[src/rtl/spi_cmd_pkg.sv]
package spi_cmd_pkg;

  localparam int ADDR_W      = 24;
  localparam int WDATA_W     = 32;
  localparam int SIZE_W      = 24;
  localparam int FRAME_BYTES = 8;
  localparam int FRAME_W     = FRAME_BYTES * 8;
  localparam int FLEN_W      = $clog2(FRAME_BYTES) + 1;
  localparam int DATA_BYTES  = WDATA_W / 8;

  localparam logic [7:0] OP_DMA_WR  = 8'hC1;
  localparam logic [7:0] OP_DMA_RD  = 8'hC2;
  localparam logic [7:0] OP_INT_WR  = 8'hC3;
  localparam logic [7:0] OP_INT_RD  = 8'hC4;
  localparam logic [7:0] OP_TERM    = 8'hC5;
  localparam logic [7:0] OP_REPEAT  = 8'hC6;
  localparam logic [7:0] OP_XDMA_WR = 8'hC7;
  localparam logic [7:0] OP_XDMA_RD = 8'hC8;
  localparam logic [7:0] OP_SGL_WR  = 8'hC9;
  localparam logic [7:0] OP_SGL_RD  = 8'hCA;
  localparam logic [7:0] OP_RESET   = 8'hCF;

  localparam logic [3:0] TAG_NIBBLE = 4'hF;

  typedef enum logic [3:0] {
    ST_IDLE,
    ST_CMD,
    ST_CRC7,
    ST_ECHO,
    ST_STAT,
    ST_SEEK,
    ST_DATA,
    ST_CHK_HI,
    ST_CHK_LO
  } eng_state_t;

endpackage

[src/rtl/spi_cmd_frame.sv]
module spi_cmd_frame
  import spi_cmd_pkg::*;
(
  input  logic [7:0]         opcode,
  input  logic [ADDR_W-1:0]  addr,
  input  logic [WDATA_W-1:0] wdata,
  input  logic [SIZE_W-1:0]  xfer_size,
  input  logic               clockless,
  output logic [FRAME_W-1:0] frame,
  output logic [FLEN_W-1:0]  flen,
  output logic               known,
  output logic               has_rdata
);

  logic [7:0] int_hi;

  always_comb begin
    int_hi = {addr[15] | clockless, addr[14:8]};
  end

  always_comb begin
    frame     = '0;
    flen      = '0;
    known     = 1'b1;
    has_rdata = 1'b0;
    case (opcode)
      OP_SGL_RD: begin
        frame     = {opcode, addr, 32'h0};
        flen      = FLEN_W'(4);
        has_rdata = 1'b1;
      end
      OP_INT_RD: begin
        frame     = {opcode, int_hi, addr[7:0], 8'h00, 32'h0};
        flen      = FLEN_W'(4);
        has_rdata = 1'b1;
      end
      OP_SGL_WR: begin
        frame = {opcode, addr, wdata};
        flen  = FLEN_W'(8);
      end
      OP_INT_WR: begin
        frame = {opcode, int_hi, addr[7:0], wdata, 8'h00};
        flen  = FLEN_W'(7);
      end
      OP_DMA_WR, OP_DMA_RD: begin
        frame = {opcode, addr, xfer_size[15:0], 16'h0};
        flen  = FLEN_W'(6);
      end
      OP_XDMA_WR, OP_XDMA_RD: begin
        frame = {opcode, addr, xfer_size, 8'h00};
        flen  = FLEN_W'(7);
      end
      OP_TERM, OP_REPEAT, OP_RESET: begin
        frame = {opcode, addr, 32'h0};
        flen  = FLEN_W'(4);
      end
      default: begin
        known = 1'b0;
      end
    endcase
  end

endmodule

[src/rtl/spi_crc_acc.sv]
module spi_crc_acc #(
  parameter int           W    = 7,
  parameter logic [W-1:0] POLY = 7'h09,
  parameter logic [W-1:0] SEED = 7'h7F
) (
  input  logic         clk,
  input  logic         rst_n,
  input  logic         clr,
  input  logic         en,
  input  logic [7:0]   din,
  output logic [W-1:0] crc
);

  logic [W-1:0] crc_q;
  logic [W-1:0] crc_d;

  always_comb begin
    logic fb;
    crc_d = crc_q;
    for (int i = 7; i >= 0; i--) begin
      fb    = crc_d[W-1] ^ din[i];
      crc_d = {crc_d[W-2:0], 1'b0} ^ (fb ? POLY : '0);
    end
  end

  always_ff @(posedge clk or negedge rst_n) begin
    if (!rst_n) begin
      crc_q <= SEED;
    end else if (clr) begin
      crc_q <= SEED;
    end else if (en) begin
      crc_q <= crc_d;
    end
  end

  assign crc = crc_q;

endmodule

[src/rtl/spi_cmd_engine.sv]
module spi_cmd_engine
  import spi_cmd_pkg::*;
#(
  parameter int FILLER_MAX = 8
) (
  input  logic               clk,
  input  logic               rst_n,
  input  logic               start,
  input  logic [7:0]         opcode,
  input  logic [ADDR_W-1:0]  addr,
  input  logic [WDATA_W-1:0] wdata,
  input  logic [SIZE_W-1:0]  xfer_size,
  input  logic               clockless,
  input  logic               crc7_en,
  input  logic               crc16_en,
  output logic               busy,
  output logic               done,
  output logic               err,
  output logic [WDATA_W-1:0] rdata,
  output logic               spi_req,
  output logic [7:0]         spi_tx,
  input  logic               spi_ack,
  input  logic [7:0]         spi_rx
);

  localparam int SEEK_W = $clog2(FILLER_MAX) + 1;
  localparam int CNT_W  = (SEEK_W > FLEN_W) ? SEEK_W : FLEN_W;
  localparam logic [CNT_W-1:0] SEEK_LAST = CNT_W'(FILLER_MAX - 1);
  localparam logic [CNT_W-1:0] DATA_LAST = CNT_W'(DATA_BYTES - 1);

  // frame builder outputs
  logic [FRAME_W-1:0] b_frame;
  logic [FLEN_W-1:0]  b_flen;
  logic               b_known;
  logic               b_rd;

  spi_cmd_frame frame_i (
    .opcode    (opcode),
    .addr      (addr),
    .wdata     (wdata),
    .xfer_size (xfer_size),
    .clockless (clockless),
    .frame     (b_frame),
    .flen      (b_flen),
    .known     (b_known),
    .has_rdata (b_rd)
  );

  // state
  eng_state_t         state_q, state_d;
  logic [FRAME_W-1:0] frame_q, frame_d;
  logic [FLEN_W-1:0]  flen_q, flen_d;
  logic [7:0]         op_q, op_d;
  logic               rd_q, rd_d;
  logic               c7_q, c7_d;
  logic               chk_q, chk_d;
  logic [CNT_W-1:0]   cnt_q, cnt_d;
  logic [WDATA_W-1:0] rdata_q, rdata_d;
  logic [7:0]         hi_q, hi_d;
  logic               done_q, done_d;
  logic               err_q, err_d;
  logic               launch;

  logic [6:0]  crc7_val;
  logic [15:0] crc16_val;
  logic        crc7_step;
  logic        crc16_step;

  assign crc7_step  = spi_ack && (state_q == ST_CMD);
  assign crc16_step = spi_ack && (state_q == ST_DATA);

  spi_crc_acc #(.W(7), .POLY(7'h09), .SEED(7'h7F)) crc7_i (
    .clk   (clk),
    .rst_n (rst_n),
    .clr   (launch),
    .en    (crc7_step),
    .din   (spi_tx),
    .crc   (crc7_val)
  );

  spi_crc_acc #(.W(16), .POLY(16'h1021), .SEED(16'hFFFF)) crc16_i (
    .clk   (clk),
    .rst_n (rst_n),
    .clr   (launch),
    .en    (crc16_step),
    .din   (spi_rx),
    .crc   (crc16_val)
  );

  // MOSI byte select
  always_comb begin
    case (state_q)
      ST_CMD:  spi_tx = frame_q[FRAME_W-1 -: 8];
      ST_CRC7: spi_tx = {crc7_val, 1'b0};
      default: spi_tx = 8'h00;
    endcase
  end

  assign spi_req = (state_q != ST_IDLE);
  assign busy    = (state_q != ST_IDLE);
  assign done    = done_q;
  assign err     = err_q;
  assign rdata   = rdata_q;

  // next state
  always_comb begin
    state_d = state_q;
    frame_d = frame_q;
    flen_d  = flen_q;
    op_d    = op_q;
    rd_d    = rd_q;
    c7_d    = c7_q;
    chk_d   = chk_q;
    cnt_d   = cnt_q;
    rdata_d = rdata_q;
    hi_d    = hi_q;
    done_d  = 1'b0;
    err_d   = 1'b0;
    launch  = 1'b0;
    case (state_q)
      ST_IDLE: begin
        if (start) begin
          if (b_known) begin
            state_d = ST_CMD;
            launch  = 1'b1;
            frame_d = b_frame;
            flen_d  = b_flen;
            op_d    = opcode;
            rd_d    = b_rd;
            c7_d    = crc7_en;
            chk_d   = crc16_en & ~clockless;
            cnt_d   = '0;
          end else begin
            done_d = 1'b1;
            err_d  = 1'b1;
          end
        end
      end
      ST_CMD: begin
        if (spi_ack) begin
          frame_d = frame_q << 8;
          if (cnt_q == CNT_W'(flen_q - FLEN_W'(1))) begin
            cnt_d   = '0;
            state_d = c7_q ? ST_CRC7 : ST_ECHO;
          end else begin
            cnt_d = cnt_q + CNT_W'(1);
          end
        end
      end
      ST_CRC7: begin
        if (spi_ack) begin
          state_d = ST_ECHO;
        end
      end
      ST_ECHO: begin
        if (spi_ack) begin
          if (spi_rx != op_q) begin
            state_d = ST_IDLE;
            done_d  = 1'b1;
            err_d   = 1'b1;
          end else begin
            state_d = ST_STAT;
          end
        end
      end
      ST_STAT: begin
        if (spi_ack) begin
          if (spi_rx != 8'h00) begin
            state_d = ST_IDLE;
            done_d  = 1'b1;
            err_d   = 1'b1;
          end else if (rd_q) begin
            state_d = ST_SEEK;
            cnt_d   = '0;
          end else begin
            state_d = ST_IDLE;
            done_d  = 1'b1;
          end
        end
      end
      ST_SEEK: begin
        if (spi_ack) begin
          if (spi_rx[7:4] == TAG_NIBBLE) begin
            state_d = ST_DATA;
            cnt_d   = '0;
          end else if (cnt_q == SEEK_LAST) begin
            state_d = ST_IDLE;
            done_d  = 1'b1;
            err_d   = 1'b1;
          end else begin
            cnt_d = cnt_q + CNT_W'(1);
          end
        end
      end
      ST_DATA: begin
        if (spi_ack) begin
          rdata_d = {rdata_q[WDATA_W-9:0], spi_rx};
          if (cnt_q == DATA_LAST) begin
            if (chk_q) begin
              state_d = ST_CHK_HI;
            end else begin
              state_d = ST_IDLE;
              done_d  = 1'b1;
            end
          end else begin
            cnt_d = cnt_q + CNT_W'(1);
          end
        end
      end
      ST_CHK_HI: begin
        if (spi_ack) begin
          hi_d    = spi_rx;
          state_d = ST_CHK_LO;
        end
      end
      ST_CHK_LO: begin
        if (spi_ack) begin
          state_d = ST_IDLE;
          done_d  = 1'b1;
          err_d   = ({hi_q, spi_rx} != crc16_val);
        end
      end
      default: begin
        state_d = ST_IDLE;
      end
    endcase
  end

  // registers
  always_ff @(posedge clk or negedge rst_n) begin
    if (!rst_n) begin
      state_q <= ST_IDLE;
      frame_q <= '0;
      flen_q  <= '0;
      op_q    <= '0;
      rd_q    <= 1'b0;
      c7_q    <= 1'b0;
      chk_q   <= 1'b0;
      cnt_q   <= '0;
      rdata_q <= '0;
      hi_q    <= '0;
      done_q  <= 1'b0;
      err_q   <= 1'b0;
    end else begin
      state_q <= state_d;
      frame_q <= frame_d;
      flen_q  <= flen_d;
      op_q    <= op_d;
      rd_q    <= rd_d;
      c7_q    <= c7_d;
      chk_q   <= chk_d;
      cnt_q   <= cnt_d;
      rdata_q <= rdata_d;
      hi_q    <= hi_d;
      done_q  <= done_d;
      err_q   <= err_d;
    end
  end

endmodule

[config.mk]
export PLATFORM = sky130hd
export DESIGN_NAME = spi_cmd_engine
export DESIGN_NICKNAME = d
export VERILOG_FILES = /design/src/rtl/spi_cmd_pkg.sv /design/src/rtl/spi_cmd_frame.sv /design/src/rtl/spi_crc_acc.sv /design/src/rtl/spi_cmd_engine.sv
export SDC_FILE = /design/constraint.sdc
export NUM_CORES = 1
export LEC_CHECK = 0
export BUFFER_PORTS_ARGS = -buffer_cell sky130_fd_sc_hd__buf_2
export CAP_MARGIN = 30
export CORE_MARGIN = 2
export CORE_UTILIZATION = 52
export DETAILED_ROUTE_END_ITERATION = 6
export PLACE_DENSITY = 0.77
export SLEW_MARGIN = 25
export SYNTH_ARGS = -nofsm -noshare
export SYNTH_HDL_FRONTEND = slang
export SYNTH_HIERARCHICAL = 1
export SYNTH_SLANG_ARGS = --single-unit
[constraint.sdc]
create_clock -name clk -period 2.4 [get_ports clk]
set_clock_uncertainty 0.15 [all_clocks]
set_input_delay 0.48 -clock clk [delete_from_list [all_inputs] [get_ports clk]]
set_output_delay 0.48 -clock clk [all_outputs]
set_load 0.02 [all_outputs]
; ---- Word-level counts from Yosys, hierarchy flattened
; Index checks and enable logic that the tools add are counted.
[classes]
addsub = 2
n_eq_ne = 42
mux = 84
n_bitwise = 35
n_reduce_logical = 22
[op_table]
columns = op, n
row1 = 64-bit one-hot mux with 6 select lines, 1
row2 = 64-bit 2-to-1 mux, 3
row3 = 4-bit 2-to-1 mux, 34
row4 = 64-bit one-hot mux with 2 select lines, 1
row5 = 16-bit XOR, 8
row6 = 13-bit 2-to-1 mux, 8
row7 = "8-bit == test, second input constant", 11
row8 = 7-bit XOR, 8
row9 = 4-bit one-hot mux with 9 select lines, 1
row10 = 16-bit 2-to-1 mux, 2
row11 = "2-bit inequality test, second input constant", 13
row12 = 1-bit 2-to-1 mux, 23
row13 = "4-bit by 3-bit == test with 1-bit output, second input constant", 5
row14 = 4-bit one-hot mux with 5 select lines, 1
row15 = 16-bit inequality test, 1
row16 = 4-bit one-hot mux with 4 select lines, 1
row17 = 8-bit one-hot mux with 2 select lines, 1
row18 = 1-bit XOR, 16
row19 = 7-bit 2-to-1 mux, 2
row20 = 13-bit AND reduction, 1
row21 = "4-bit by 2-bit == test with 1-bit output, second input constant", 3
row22 = 3-bit 2-to-1 mux, 4
row23 = 11-bit AND reduction, 1
row24 = 11-bit OR reduction, 1
row25 = other kinds (26), 35
[totals]
reg_bits = 152
inputBits = 103
output_inout_bits = 44
elab_cells = 199

; ---- Depth between registers and ports, before layout
[depth]
ltp_word = 28
mapped_depth = 13

; ---- By module
; The synthesis kept the hierarchy.
[by_module_without_submodules]
columns = mod, n_inst, cells_per_inst, area_each_um2, seq_area_each_um2
row1 = spi_cmd_engine, 1, 565, 6282.3, 3228.1
row2 = spi_cmd_frame, 1, 193, 1383.8, 0.0
row3 = spi_crc_acc (crc16_i), 1, 80, 1042.2, 420.4
row4 = spi_crc_acc (crc7_i), 1, 45, 480.5, 183.9

; ---- Least setup slack after synthesis
; No wires, ideal clock.
[synth_timing]
path_kind = input-to-reg
from = input opcode[2]
to = register crc16_i.crc_q[0] (netlist: crc16_i/crc[0])
setup_time_ns = 0.082
t_arrival_ns = 2.709
required_time_ns = 2.168
setup_slack_ns = -0.541
stages = 10
n_path_buf = 4
cell_sequence = buf_2 -> or2_1 -> o221a_2 -> or2_2 -> nand3_1 -> buf_2 -> inv_1 -> clkbuf_1 -> clkbuf_1 -> a211o_1
[synth_between]
elab_chain_len = 7
word_cells_on_any_way = 18
[synth_rtl]
columns = item, line
row1 = start: declaration, spi_cmd_engine.sv:9  ; input logic [7:0] opcode,
row2 = 8-bit == test, spi_cmd_frame.sv:26  ; case (opcode)
row3 = 11-bit OR reduction (no source line) (*), --
row4 = 1-bit 2-to-1 mux (*), spi_cmd_frame.sv:26
row5 = via b_known, spi_cmd_engine.sv:34  ; logic b_known;
row6 = 1-bit 2-to-1 mux (*), spi_cmd_engine.sv:123  ; if (b_known) begin
row7 = 1-bit 2-to-1 mux (*), spi_cmd_engine.sv:122  ; if (start) begin
row8 = 1-bit 2-to-1 mux (*), spi_cmd_engine.sv:120  ; case (state_q)
row9 = via launch, spi_cmd_engine.sv:62  ; logic launch;
row10 = 16-bit 2-to-1 mux or 2-bit nonzero test (tied branches), --
row11 = end signal: assignment, spi_crc_acc.sv:32  ; crc_q <= crc_d;
row12 = end: declaration, spi_crc_acc.sv:14  ; logic [W-1:0] crc_q;
; Mark *: on every way through the listed nets, which the timed path passes. The rest lies on a longest branch.
; A chain may end at the register's enable or synchronous reset.

; ---- Worst setup path after layout
[layout_timing]
from = register state_q[2]
to = output spi_tx[7]
[layout_between]
elab_chain_len = 2
word_cells_on_any_way = 3
[layout_rtl]
columns = item, line
row1 = start: declaration, spi_cmd_engine.sv:50  ; eng_state_t state_q, state_d;
row2 = start signal: assignment, spi_cmd_engine.sv:245  ; state_q <= state_d;
row3 = 4-bit by 2-bit == test with 1-bit output or 4-bit by 1-bit == test with 1-bit output (tied branches), spi_cmd_engine.sv:92  ; case (state_q)
row4 = 8-bit one-hot mux with 2 select lines (*), spi_cmd_engine.sv:92
row5 = end: declaration, spi_cmd_engine.sv:21  ; output logic [7:0] spi_tx,
; Every way passes the cells marked *; elsewhere a longest branch is shown, timed or not.

==> impl_metrics.ini <==
[status]
status = completed

[synth]
synth.top_cell.area_share_pct = 35.1
yosysWarnings = 6
netlist_top_cells_count = dfrtp_1, nor2_1, a21oi_1
synth_cells = 883
synth-seq-cells = 152
yosys.area.top_type = dfrtp_1
synth_flop_cell = dfrtp_1
syn_avg_cell_area_sq_um = 10.4
yosys.cell_count.top_type = dfrtp_1
ys_async_sr_fraction_pct = 100
synthDistinctLibCells = 76
synth_edf_count = 0
ys_seq_area_share_pct = 41.7
syn_area_sq_um = 9190
ys_top_cells_by_area = dfrtp_1, dfstp_2, mux2i_1, mux2_1, a21oi_1

[floorplan]
coreArea_sq_um = 17300
die-area_sq_um = 18700
die_y_um = 137
die_w_um = 137
io_pins = 147
start_util_pct = 53.1
rows = 48

[timing]
setup_viol = 0
maxSlewHeadroom_pct = 40.5
finalSetupTns_ns = 0
max_freq_mhz = 422
min_period_ns = 2.37
hold_violations = 0
layout_worst_path_cycle_share_pct = 98.7
slew_violations = 0
setup_ws_ns = 0.0309
tightest_slew_ns = 0.887

[placement]
place.gp.congestion = 0.860
place_hpwl_mm = 16.3
dp_slack_ns = -0.154
numPortBuffers = 146

[hold_path]
hold_class = input port to flop
hold_depth = 2

[worst_setup_path]
path_class = flop to primary output
end_kind = primary output
cp_max_fo = 5
start_kind = flop
worst_ep_arrival_time_ns = 1.74
ff2ff_path_depth = 7
critPathRequiredTime_ns = 1.77

[clock_tree]
clk_pin_slew_ns = 0.06
clockBufferDepth = 2
cts_buffers = 17
cts_sinks = 152
clk_latency_ns = 0.43
cts.htree.levels = 4
cts_tree = done
root_buffer = clkbuf_16

[finish]
final_layout_size_suffix_gt1_share_pct = 32.7
layout.nets = 1162
nFillCells = 1317
diodes = 0
area_delta_synth_final_pct = 23.1
fin_util_pct = 65.4

[detailed_routing]
drc = 0
drt_iter0_markers = 497
routedWlPerCell_um = 17.9
drtAntennaViolNets = 0
first_pass_iters = 5
totalWireLength_mm = 23.1
vias = 7517
via_per_inst = 5.80

[global_route]
grt_pass1_wl_mm = 36.9
grt-ovfl-total = 0
grt_pass1_vias = 7415
grt_usage_pct = 25.2
antenna_found_initial = 0
grt_max_degree = 69

[power]
p_leak_uw = 0.00538
power_density_nw_per_um2 = 1090
finalPower_uw = 12300
peakVddDrop_mv = 0.696

[run]
maxCapViolations = 0
[area by class of cell]
cell class	count	area [sq um]	share of cell area [%]
Multi-Input combinational cell	649	5070	44.8
Sequential cell	152	3840	33.9
Timing Repair Buffer	217	1470	12.9
Clock buffer	19	443	3.91
Tap cell	225	282	2.49
Clock inverter	13	136	1.21
Inverter	20	78.8	0.697
[registers in the layout, summed over array words and instances, names as in the netlist]
name         count
c7_q             1
done             1
flen_q           4
crc16_i/crc     16
frame_q         64
cnt_q            4
op_q             8
crc7_i/crc       7
state_q          4
chk_q            1
hi_q             8
rdata           32
rd_q             1
err              1
[through the flow]
step	instances	cell area (sq um)	hold slack [ns]
floorplan	884	9310	0.0344
global placement	1253	10600	0.245
detailed placement	1253	10600	0.247
CTS	1291	11200	0.119
global route	1295	11300	0.131
finish	1295	11300	0.134
[layout by cell type, fill, tap and decap left out, drive strengths merged, types with 11 or more instances in the layout]
cell type | Yosys | layout
xor2 | 30 | 30
nor3 | 16 | 16
xnor2 | 34 | 34
dfrtp | 129 | 129
mux2 | 72 | 72
nand2 | 32 | 32
inv | 20 | 25
a32oi | 11 | 11
nand3b | 11 | 11
a221o | 13 | 13
a22o | 31 | 31
nor2 | 90 | 90
a22oi | 16 | 16
clkbuf | 12 | 20
o21ai | 30 | 30
dfstp | 23 | 23
nor2b | 12 | 12
a21oi | 78 | 78
and2 | 13 | 13
buf | 51 | 215
mux2i | 60 | 60
[where the power goes]
part | internal, uW | switching (uW)
clock | 1480 | 1150
sequential | 3530 | 669
combinational | 2820 | 2680
[final timing paths]
kind | start | end | slack (ns)
max in group asynchronous | rst_n | crc7_i/crc[6]$_DFFE_PN1P_ | 1.02
hold / removal | crc7_en | c7_q$_DFFE_PN0P_ | 0.13
hold reg to reg | rdata[31]$_DFFE_PN0P_ | rdata[31]$_DFFE_PN0P_ | 0.33
setup reg to reg | state_q[2]$_DFFE_PN0P_ | frame_q[45]$_DFFE_PN0P_ | 0.07
setup / recovery | state_q[2]$_DFFE_PN0P_ | spi_tx[7] | 0.03
min in group asynchronous | rst_n | rdata[31]$_DFFE_PN0P_ | 0.35
[critical path, stage by stage (launching register included)]
cell,delay [ns]
dfrtp_2,0.43
nor4b_4,0.26
buf_4,0.18
clkbuf_16,0.14
a22o_4,0.14
buf_2,0.16
[cell families (layout without fill, tap and decap cells)]
family	after synthesis	in the layout	share of synthesized area, %
other cells	1	2	0.0408
fa+ha+maj	2	2	0.272
simple gates	222	222	12.6
mux	132	132	15.4
xor+xnor	74	74	9.27
buf+inv	83	269	4.43
compound gates	217	217	16.3
flops	152	152	41.7
[routing by layer]
metal / vias to the layer above / wire length (um) / GRT usage, %
met2: 255 / 11400 / 41.0
met5: - / 0 / 0
met3: 52 / 1120 / 4.44
li1: 3540 / - / -
met1: 3670 / 9940 / 32.9
met4: 0 / 678 / 11.5
[repair_timing]
item,CTS,global route
endpoints found under the setup margin,11,5
gates cloned,0,1
gates resized for setup,8,5
hold buffers,1,0
endpoints found under the hold margin,32,0
pin swaps,3,1
buffers inserted,5,3
(Power assumes the default switching activity.)
